[config.mk]
export PLATFORM = sky130hd
export DESIGN_NAME = arith_flag_unit
export DESIGN_NICKNAME = d
export VERILOG_FILES = /design/src/rtl/afu_pkg.sv /design/src/rtl/afu_control.sv /design/src/rtl/afu_datapath.sv /design/src/rtl/arith_flag_unit.sv
export SDC_FILE = /design/constraint.sdc
export NUM_CORES = 1
export LEC_CHECK = 0
export BUFFER_PORTS_ARGS = -buffer_cell sky130_fd_sc_hd__buf_2
export CAP_MARGIN = 5
export CORE_ASPECT_RATIO = 0.6
export CORE_MARGIN = 8
export CORE_UTILIZATION = 50
export CTS_CLUSTER_DIAMETER = 120
export DETAILED_ROUTE_END_ITERATION = 12
export GPL_TIMING_DRIVEN = 0
export MAX_ROUTING_LAYER = met4
export PLACE_DENSITY = 0.79
export SKIP_CTS_REPAIR_TIMING = 1
export SYNTH_ARGS = -nofsm -noshare
export SYNTH_HDL_FRONTEND = slang
export SYNTH_SLANG_ARGS = --single-unit
[constraint.sdc]
create_clock -name clk -period 6.3 [get_ports clk]
set_clock_uncertainty 0.1 [all_clocks]
set_input_delay 0.63 -clock clk [delete_from_list [all_inputs] [get_ports clk]]
set_output_delay 0.63 -clock clk [all_outputs]
set_load 0.005 [all_outputs]
[src/rtl/afu_pkg.sv]
package afu_pkg;
  localparam int NUM_WIDTHS = 3;
  localparam int BASE_W     = 8;
  localparam int DATA_W     = BASE_W << (NUM_WIDTHS - 1);
  localparam int IDX_W      = $clog2(NUM_WIDTHS);
  localparam int STEP_W     = 3;
  localparam int NUM_FLAGS  = 5;

  localparam int FLAG_H = 4;
  localparam int FLAG_N = 3;
  localparam int FLAG_Z = 2;
  localparam int FLAG_V = 1;
  localparam int FLAG_C = 0;

  typedef enum logic [2:0] {
    OP_SUB  = 3'd0,
    OP_SUBB = 3'd1,
    OP_INC  = 3'd2,
    OP_DEC  = 3'd3,
    OP_ASTEP = 3'd4
  } opCodeT;

  typedef struct packed {
    logic              doAdd;
    logic              useCarry;
    logic              useStep;
    logic [STEP_W-1:0] stepVal;
    logic [IDX_W-1:0]  widthIdx;
    logic              updH;
    logic              updN;
    logic              updZ;
    logic              updV;
    logic              updC;
    logic              zSticky;
  } ctrlStrobesT;
endpackage

[src/rtl/afu_control.sv]
module afu_control
  import afu_pkg::*;
(
  input  logic [2:0] opCode,
  input  logic [1:0] sizeSel,
  input  logic [1:0] stepSel,
  output ctrlStrobesT strobes
);
  logic [IDX_W-1:0] sizeIdx;
  logic [STEP_W-1:0] incStep;
  logic [STEP_W-1:0] addrStep;

  always_comb begin
    sizeIdx = (sizeSel == 2'd0) ? IDX_W'(0) :
              (sizeSel == 2'd1) ? IDX_W'(1) : IDX_W'(NUM_WIDTHS - 1);
    incStep = (sizeIdx != '0 && stepSel == 2'd1) ? STEP_W'(2) : STEP_W'(1);
    case (stepSel)
      2'd0:    addrStep = STEP_W'(1);
      2'd1:    addrStep = STEP_W'(2);
      default: addrStep = STEP_W'(4);
    endcase
  end

  always_comb begin
    strobes = '0;
    strobes.widthIdx = IDX_W'(NUM_WIDTHS - 1);
    strobes.useStep  = 1'b1;
    case (opCode)
      OP_SUB: begin
        strobes.useStep  = 1'b0;
        strobes.widthIdx = sizeIdx;
        strobes.updH = 1'b1;
        strobes.updN = 1'b1;
        strobes.updZ = 1'b1;
        strobes.updV = 1'b1;
        strobes.updC = 1'b1;
      end
      OP_SUBB: begin
        strobes.useStep  = 1'b0;
        strobes.useCarry = 1'b1;
        strobes.widthIdx = '0;
        strobes.updH = 1'b1;
        strobes.updN = 1'b1;
        strobes.updV = 1'b1;
        strobes.updC = 1'b1;
        strobes.zSticky = 1'b1;
      end
      OP_INC, OP_DEC: begin
        strobes.doAdd    = (opCode == OP_INC);
        strobes.stepVal  = incStep;
        strobes.widthIdx = sizeIdx;
        strobes.updN = 1'b1;
        strobes.updZ = 1'b1;
        strobes.updV = 1'b1;
      end
      OP_ASTEP: begin
        strobes.stepVal = addrStep;
      end
      default: begin
        strobes.stepVal = '0;
      end
    endcase
  end
endmodule

[src/rtl/afu_datapath.sv]
module afu_datapath
  import afu_pkg::*;
(
  input  logic                 clk,
  input  logic                 rstN,
  input  logic                 flagWe,
  input  ctrlStrobesT          strobes,
  input  logic [DATA_W-1:0]    dstIn,
  input  logic [DATA_W-1:0]    srcIn,
  output logic [DATA_W-1:0]    resultOut,
  output logic [NUM_FLAGS-1:0] flagsOut
);
  logic [NUM_FLAGS-1:0] flagReg;
  logic [NUM_FLAGS-1:0] nextFlags;

  logic [DATA_W-1:0] mergedRes [NUM_WIDTHS];
  logic [NUM_WIDTHS-1:0] halfB, signR, zeroR, ovfR, borrowR;

  logic carryIn;
  assign carryIn = strobes.useCarry & flagReg[FLAG_C];

  for (genvar g = 0; g < NUM_WIDTHS; g++) begin : gWidth
    localparam int W = BASE_W << g;
    localparam int HB = W - 4;
    logic [W-1:0] opA;
    logic [W-1:0] opB;
    logic [W:0]   full;
    logic [HB:0]  half;

    assign opA = dstIn[W-1:0];
    assign opB = strobes.useStep ? W'(strobes.stepVal) : srcIn[W-1:0];

    always_comb begin
      if (strobes.doAdd) begin
        full = {1'b0, opA} + {1'b0, opB};
        half = {1'b0, opA[HB-1:0]} + {1'b0, opB[HB-1:0]};
      end else begin
        full = {1'b0, opA} - {1'b0, opB} - (W+1)'(carryIn);
        half = {1'b0, opA[HB-1:0]} - {1'b0, opB[HB-1:0]} - (HB+1)'(carryIn);
      end
    end

    assign halfB[g]   = half[HB];
    assign signR[g]   = full[W-1];
    assign zeroR[g]   = (full[W-1:0] == '0);
    assign borrowR[g] = full[W];
    assign ovfR[g]    = strobes.doAdd
                      ? ((opA[W-1] == opB[W-1]) && (full[W-1] != opA[W-1]))
                      : ((opA[W-1] != opB[W-1]) && (full[W-1] != opA[W-1]));

    if (W < DATA_W) begin : gMerge
      assign mergedRes[g] = {dstIn[DATA_W-1:W], full[W-1:0]};
    end else begin : gFull
      assign mergedRes[g] = full[W-1:0];
    end
  end

  logic hSel, nSel, zSel, vSel, cSel;
  always_comb begin
    resultOut = mergedRes[strobes.widthIdx];
    hSel = halfB[strobes.widthIdx];
    nSel = signR[strobes.widthIdx];
    zSel = zeroR[strobes.widthIdx];
    vSel = ovfR[strobes.widthIdx];
    cSel = borrowR[strobes.widthIdx];
  end

  always_comb begin
    nextFlags = flagReg;
    if (strobes.updH) nextFlags[FLAG_H] = hSel;
    if (strobes.updN) nextFlags[FLAG_N] = nSel;
    if (strobes.updV) nextFlags[FLAG_V] = vSel;
    if (strobes.updC) nextFlags[FLAG_C] = cSel;
    if (strobes.zSticky)   nextFlags[FLAG_Z] = zSel & flagReg[FLAG_Z];
    else if (strobes.updZ) nextFlags[FLAG_Z] = zSel;
  end

  always_ff @(posedge clk or negedge rstN) begin
    if (!rstN)       flagReg <= '0;
    else if (flagWe) flagReg <= nextFlags;
  end

  assign flagsOut = flagReg;
endmodule

[src/rtl/arith_flag_unit.sv]
module arith_flag_unit
  import afu_pkg::*;
(
  input  logic                 clk,
  input  logic                 rstN,
  input  logic                 flagWe,
  input  logic [2:0]           opCode,
  input  logic [1:0]           sizeSel,
  input  logic [1:0]           stepSel,
  input  logic [DATA_W-1:0]    dstIn,
  input  logic [DATA_W-1:0]    srcIn,
  output logic [DATA_W-1:0]    resultOut,
  output logic [NUM_FLAGS-1:0] flagsOut
);
  ctrlStrobesT strobes;

  afu_control uCtrl (
    .opCode (opCode),
    .sizeSel(sizeSel),
    .stepSel(stepSel),
    .strobes(strobes)
  );

  afu_datapath uPath (
    .clk      (clk),
    .rstN     (rstN),
    .flagWe   (flagWe),
    .strobes  (strobes),
    .dstIn    (dstIn),
    .srcIn    (srcIn),
    .resultOut(resultOut),
    .flagsOut (flagsOut)
  );
endmodule

==> results_dict.tcl, run 1 <==
set metrics [dict create \
    initial_core_util_pct 51.9 \
    clk_path_buf_depth 2 \
    ys.flop_type "dfrtp_1" \
    synth_top_family_by_area "compound AO/OA/AOI/OAI gates" \
    portBuffers 109 \
    largest_reg_flops 5 \
    nNetsFinal 1113 \
    tns_ps 0 \
    cts_sinks 5 \
    ir_drop_mv 0.285 \
    drt_wl_total_um 20200 \
    grt-ovfl-total 0 \
    htree_levels 1 \
    hold_viol_final 0 \
    synth_xor_area_share_pct 9.32 \
    numCtsBuffers 3 \
    hpwl_um 17100 \
    worstPathMaxFanout 10 \
    finalNonFillerCells 1081 \
    path_class "primary input to output pin" \
    synth_edf_count 0 \
    root_buffer "clkbuf_16" \
    ys_seq_elements 5 \
    dp.cells 1076 \
    worstReg2RegStart "uPath.flagsOut[0]$_DFFE_PN0P_" \
    area.growth.synth_to_final_pct 15.5 \
    start_kind "primary input" \
    synth_cells 827 \
    drtIter0Drc 625 \
    yosysSeqAreaShare_pct 2.26 \
    crit_arrival_ps 5150 \
    io_pins 111 \
    grt_pass1_vias 5979 \
    period_share_pct 93.3 \
    synthMuxAreaShare_pct 2.75 \
    setup_violations 0 \
    gp_congestion 1.02 \
    yosys.area_share.simple_pct 24.7 \
    layout_common_cells "110 x buf_2, 103 x inv_1, 93 x ha_1" \
    fp-row-count 29 \
    avgRoutedWirePerCell_um 18.6 \
    period_needed_ps 5880 \
    coreArea_um2 10700 \
    netlist_area_um2 5540 \
    die_y_um 97.5 \
    cts_tree "done" \
    drive_gt1_share_pct 15.8 \
    yosysWarnings 0 \
    synth_compound_area_share_pct 28.7 \
    leakage_uw 0.00305 \
    r2r_setup_slack_ps 1030 \
    syn-num-nets 997 \
    maxCapViolations 0 \
    grt_max_degree 11 \
    worstPathCellList "clkbuf_2, nor2_1, clkbuf_1, and2_1, ha_1, buf_6, inv_1, ha_1, clkbuf_1, nand4_1, nor3_1, a21oi_1, o31a_1, o31a_1, o21ai_1, mux2i_1, o211ai_1, nor2_1, a21oi_1, buf_2" \
    drc_errors 0 \
    grt_use_total_pct 26.0 \
    synth_fa_ha_area_share_pct 22.1 \
    grt_pass1_wl_um 31600 \
    die-area_um2 14800 \
    drt_first_pass_iters 6 \
    required_ps 5570 \
    status "finished, final reports clean" \
    rsz0062_at_grt "false" \
    ys_types 75 \
    layout_commonest_cell "buf_2" \
    antenna_found_initial 0 \
    vias 6592 \
    max_slew.worst_pin.slew_ps 1230 \
    fmax_mhz 170 \
    critPathMaxStageDelay_ps 470 \
    slew_viol_final 0 \
    synthArstFlopShare_pct 100 \
    clk_latency_ps 230 \
    diodes 0 \
    power-per-cell-area_nw_per_um2 131 \
    slew_headroom_pct 18.0 \
    clkTransAtPathRegs_ps 30 \
    synth.avg_cell_area_um2 6.70 \
    vias_per_cell 6.10 \
    detail-route-antenna-nets 0 \
    die_w_um 152 \
    crit_slowest_cell "clkbuf_1" \
    hp-class "primary input to async pin" \
    startpoint "opCode[1]" \
    crit_path_end_kind "output pin" \
]
[cell usage after synthesis, types with 11 or more instances]
master,count,area [µm²]
o211ai_1,16,120
xor2_1,11,96.3
o21ai_0,41,205
nand2_1,60,225
nand3_1,17,85.1
nor2_1,70,263
a21o_1,14,105
mux2i_1,13,130
ha_1,93,1160
a31oi_1,11,68.8
xnor2_1,48,420
clkbuf_1,21,78.8
nand4_1,11,68.8
and2_1,32,200
inv_1,103,387
a21oi_1,82,410
nor3_1,22,110
[final cells by class]
type / count / area (µm²)
multi-input combinational: 687 / 4890
fill: 1047 / 4270
inverter: 104 / 394
timing repair buffer: 111 / 558
tap: 139 / 174
sequential: 5 / 125
clock buffer: 4 / 78.8
buffer: 31 / 179
[per-stage QoR]
step | utilization (%) | hold WS [ps] | instance area (µm²) | setup WS (ps) | power [µW]
after floorplan | - | 234 | 5540 | 781 | 492
after global placement | 58.7 | 348 | 6260 | -416 | 697
after detailed placement | 58.7 | 350 | 6270 | -421 | 705
after CTS | 59.5 | 112 | 6350 | -231 | 817
after global routing | 60.0 | 123 | 6400 | 34.1 | 908
final | 60.0 | 115 | 6400 | 423 | 842
[cell families after synthesis]
| family | Yosys count |
|---|---|
| flops | 5 |
| fa+ha+maj | 96 |
| compound gates | 245 |
| simple gates | 272 |
| mux | 15 |
| xor+xnor | 59 |
| buf+inv | 135 |
[where the power goes]
part           internal, µW  total (µW)  switching, µW
Sequential             38.3        42.9           4.63
Combinational           280         694            414
Clock                  83.9         105           21.4
Total                   402         842            440
[path summary, 6_finish.rpt]
path | end | depth (start not counted)
hold / removal | uPath.flagsOut[4]$_DFFE_PN0P_ | 1
setup / recovery | resultOut[31] | 20
hold reg to reg | uPath.flagsOut[3]$_DFFE_PN0P_ | 2
max in group asynchronous | uPath.flagsOut[1]$_DFFE_PN0P_ | 1
min in group clk | uPath.flagsOut[3]$_DFFE_PN0P_ | 2
setup reg to reg | uPath.flagsOut[2]$_DFFE_PN0P_ | 18
[worst max-delay path, delay by kind of cell]
kind | cells | cell delay [ps]
mux | 1 | 240
buf+inv | 6 | 1320
fa+ha+maj | 2 | 520
compound gates | 6 | 1390
simple gates | 5 | 1020
[routing by layer]
metal,track usage [%],routed length [µm]
met2,33.7,7420
met4,2.80,171
met5,-,0
met1,37.9,9390
met3,9.15,3180
(Power assumes the default switching activity.)
==> run 2: changes to the inputs <==
--- a/config.mk
+++ b/config.mk
@@ -5,16 +5,16 @@
 export SDC_FILE = /design/constraint.sdc
 export NUM_CORES = 1
 export LEC_CHECK = 0
+export ABC_AREA = 1
 export BUFFER_PORTS_ARGS = -buffer_cell sky130_fd_sc_hd__buf_2
 export CAP_MARGIN = 5
-export CORE_ASPECT_RATIO = 0.6
 export CORE_MARGIN = 8
 export CORE_UTILIZATION = 50
 export CTS_CLUSTER_DIAMETER = 120
 export DETAILED_ROUTE_END_ITERATION = 12
 export GPL_TIMING_DRIVEN = 0
 export MAX_ROUTING_LAYER = met4
-export PLACE_DENSITY = 0.79
+export PLACE_DENSITY = 0.77
 export SKIP_CTS_REPAIR_TIMING = 1
 export SYNTH_ARGS = -nofsm -noshare
 export SYNTH_HDL_FRONTEND = slang
==> run 2 against run 1 <==
Compared with the run above: count of clock-buffer cells in the layout did not move; maximum frequency increased by 6.3%; worst setup slack better by 350 ps; global-route usage is 4.8 points higher; flip-flop and latch count stayed put; combinational power rose by 11%; routed wire length increased by 37%; power is 9.5% higher; area after synthesis is 26% higher; via count rose by 38%; final cell count up 60%; sequential power about the same; largest cell class unchanged.
==> results_dict.tcl, run 2 <==
set metrics [dict create \
    period_share_pct 87.7 \
    multi_input_area_um2 5420 \
    grt_pass1_wl_um 42700 \
    largest_reg_flops 5 \
    status "finished, final reports clean" \
    dp_slack_ps 886 \
    clkTransAtPathRegs_ps 30 \
    vias_per_cell 5.25 \
    syn-num-nets 1605 \
    max_slew.worst_pin.slew_ps 862 \
    worst_slack_ps 772 \
    clk_latency_ps 230 \
    die_y_um 134 \
    area.growth.synth_to_final_pct 12.3 \
    die_w_um 134 \
    detail-route-antenna-nets 0 \
    root_buffer "clkbuf_16" \
    yosysWarnings 0 \
    hpwl_um 24400 \
    nNetsFinal 1720 \
    layout_commonest_cell "nand2_1" \
    netlist_area_um2 6970 \
    n_fill_cell 1630 \
    total_power_uw 921 \
    clk_path_buf_depth 2 \
    ys_top_cells_by_count "471 x nand2_1, 358 x inv_1, 154 x nor2_1, 117 x nand3_1, 94 x ha_1" \
    cp_top_family "simple AND/OR/NAND/NOR gates" \
    synth_area_leader_cell "nand2_1" \
    crit_slowest_cell "fa_1" \
    ir_drop_mv 0.0964 \
    synthArstFlopShare_pct 100 \
    vias 9076 \
    crit_arrival_ps 4800 \
    start_kind "primary input" \
    critPathMaxStageDelay_ps 590 \
    die-area_um2 18000 \
    required_ps 5570 \
    synth_top_cell_area_share_pct 25.3 \
    crit_path_end_kind "output pin" \
    place_area_um2 7750 \
    layout_common_cells "471 x nand2_1, 358 x inv_1, 154 x nor2_1" \
    fp-row-count 43 \
    drive_gt1_share_pct 10.0 \
    slew_headroom_pct 42.1 \
    tns_ps 0 \
    ys.flop_type "dfrtp_1" \
    synth.avg_cell_area_um2 4.86 \
    hp-class "primary input to async pin" \
    grt_use_total_pct 30.8 \
    rsz0062_at_grt "false" \
    ys_types 35 \
    drt_first_pass_iters 5 \
    fin_area_um2 7830 \
    diodes 0 \
    r2r_setup_slack_ps 2050 \
    fmax_mhz 181 \
    synth_edf_count 0 \
    drt_wl_total_um 27600 \
    leakage_uw 0.00507 \
    maxCapViolations 0 \
    avgRoutedWirePerCell_um 16.0 \
    slew_viol_final 0 \
    drtIter0Drc 1005 \
    yosysSeqAreaShare_pct 1.79 \
    ys_seq_elements 5 \
    synth_cells 1434 \
    yosysMostFrequentCell "nand2_1" \
    grt_pass1_vias 8249 \
    io_pins 111 \
    path_class "primary input to output pin" \
    worstPathMaxFanout 10 \
    gp_congestion 1.08 \
    portBuffers 110 \
    power-per-cell-area_nw_per_um2 118 \
    startpoint "opCode[2]" \
    cts_tree "done" \
    setup_violations 0 \
    cpMostUsedCell "nand2_1" \
    antenna_found_initial 0 \
    coreArea_um2 13800 \
    drc_errors 0 \
    initial_core_util_pct 50.6 \
    worst-path-buf-inv 7 \
    grt_max_degree 11 \
    seq_area_um2 125 \
    cts_sinks 5 \
    hold_viol_final 0 \
    worstReg2RegStart "uPath.flagsOut[0]$_DFFE_PN0P_" \
    grt-ovfl-total 0 \
    numCtsBuffers 3 \
    htree_levels 1 \
    period_needed_ps 5530 \
    synthTopCellsByArea "nand2_1 25%, inv_1 19%, ha_1 17%" \
]
[run 2: cell types whose count changed after synthesis, moves of 23 or more]
| cell | before | now |
|---|---|---|
| nor2_1 | 70 | 154 |
| a21oi_1 | 82 | 59 |
| xnor2_1 | 48 | 2 |
| nand2_1 | 60 | 471 |
| inv_1 | 103 | 358 |
| and2_1 | 32 | 3 |
| nand3_1 | 17 | 117 |
[run 2: area by class of cell]
| type | count | area share [%] |
|---|---|---|
| repair buffers | 110 | 7.03 |
| multi-input cells | 1051 | 69.3 |
| flip-flops and latches | 5 | 1.60 |
| inverters | 364 | 17.5 |
| well taps | 180 | 2.88 |
| plain buffers | 14 | 0.767 |
| clock buffers | 4 | 1.01 |
[run 2: routing by layer]
metal  global-route usage, %  vias to the layer above  wire [µm]
met5                       -                        -          0
met4                    4.93                        0        396
met1                    41.2                     4101      12300
met2                    49.5                      376      12300
met3                    3.59                       28       2510
li1                        -                     4571          -
[run 2: logic make-up (layout without fill, tap and decap cells)]
| logic type | count (synthesis) | after routing | synth area share (%) |
|---|---|---|---|
| buf+inv | 378 | 492 | 20.5 |
| fa+ha+maj | 97 | 97 | 17.7 |
| simple gates | 808 | 808 | 48.2 |
| flops | 5 | 5 | 1.79 |
| compound gates | 138 | 138 | 10.8 |
| xor+xnor | 8 | 8 | 1.00 |
[run 2: per-stage QoR]
stage / hold WS, ps / instances / util [%]
after floorplan: 234 / 1434 / -
after global placement: 345 / 1724 / 56.3
after detailed placement: 346 / 1724 / 56.3
after CTS: 108 / 1728 / 56.8
after global routing: 114 / 1728 / 56.8
final: 106 / 1728 / 56.8
[run 2: worst paths after layout]
path,to,depth (start not counted)
max,resultOut[30],25
min,uPath.flagsOut[2]$_DFFE_PN0P_,1
max reg2reg,uPath.flagsOut[2]$_DFFE_PN0P_,24
min reg2reg,uPath.flagsOut[1]$_DFFE_PN0P_,2
max in group asynchronous,uPath.flagsOut[3]$_DFFE_PN0P_,1
min in group clk,uPath.flagsOut[1]$_DFFE_PN0P_,2
[run 2: worst register-to-register path, stage by stage (launching register included)]
cell and delay, ps:
dfrtp_1 340, inv_1 70, nor3_1 350, fa_1 510, ha_1 190, nor2_1 160
inv_1 110, fa_1 390, nand3_1 100, nand3_2 160, nand2_1 120, nand2_2 80
nand2_2 80, nand2_2 80, nand2_1 70, nand3_1 190, nand2_1 140, nand2_1 70
nor2_2 190, nand3_1 130, nor2_1 120, nand3_1 110, nand2_1 100, nand2_1 70
a21oi_2 110
[run 2: power breakdown]
part           switching (µW)  internal, µW
Clock                    21.4          83.9
Combinational             518           255
Sequential               4.43          38.7
Total                     544           377
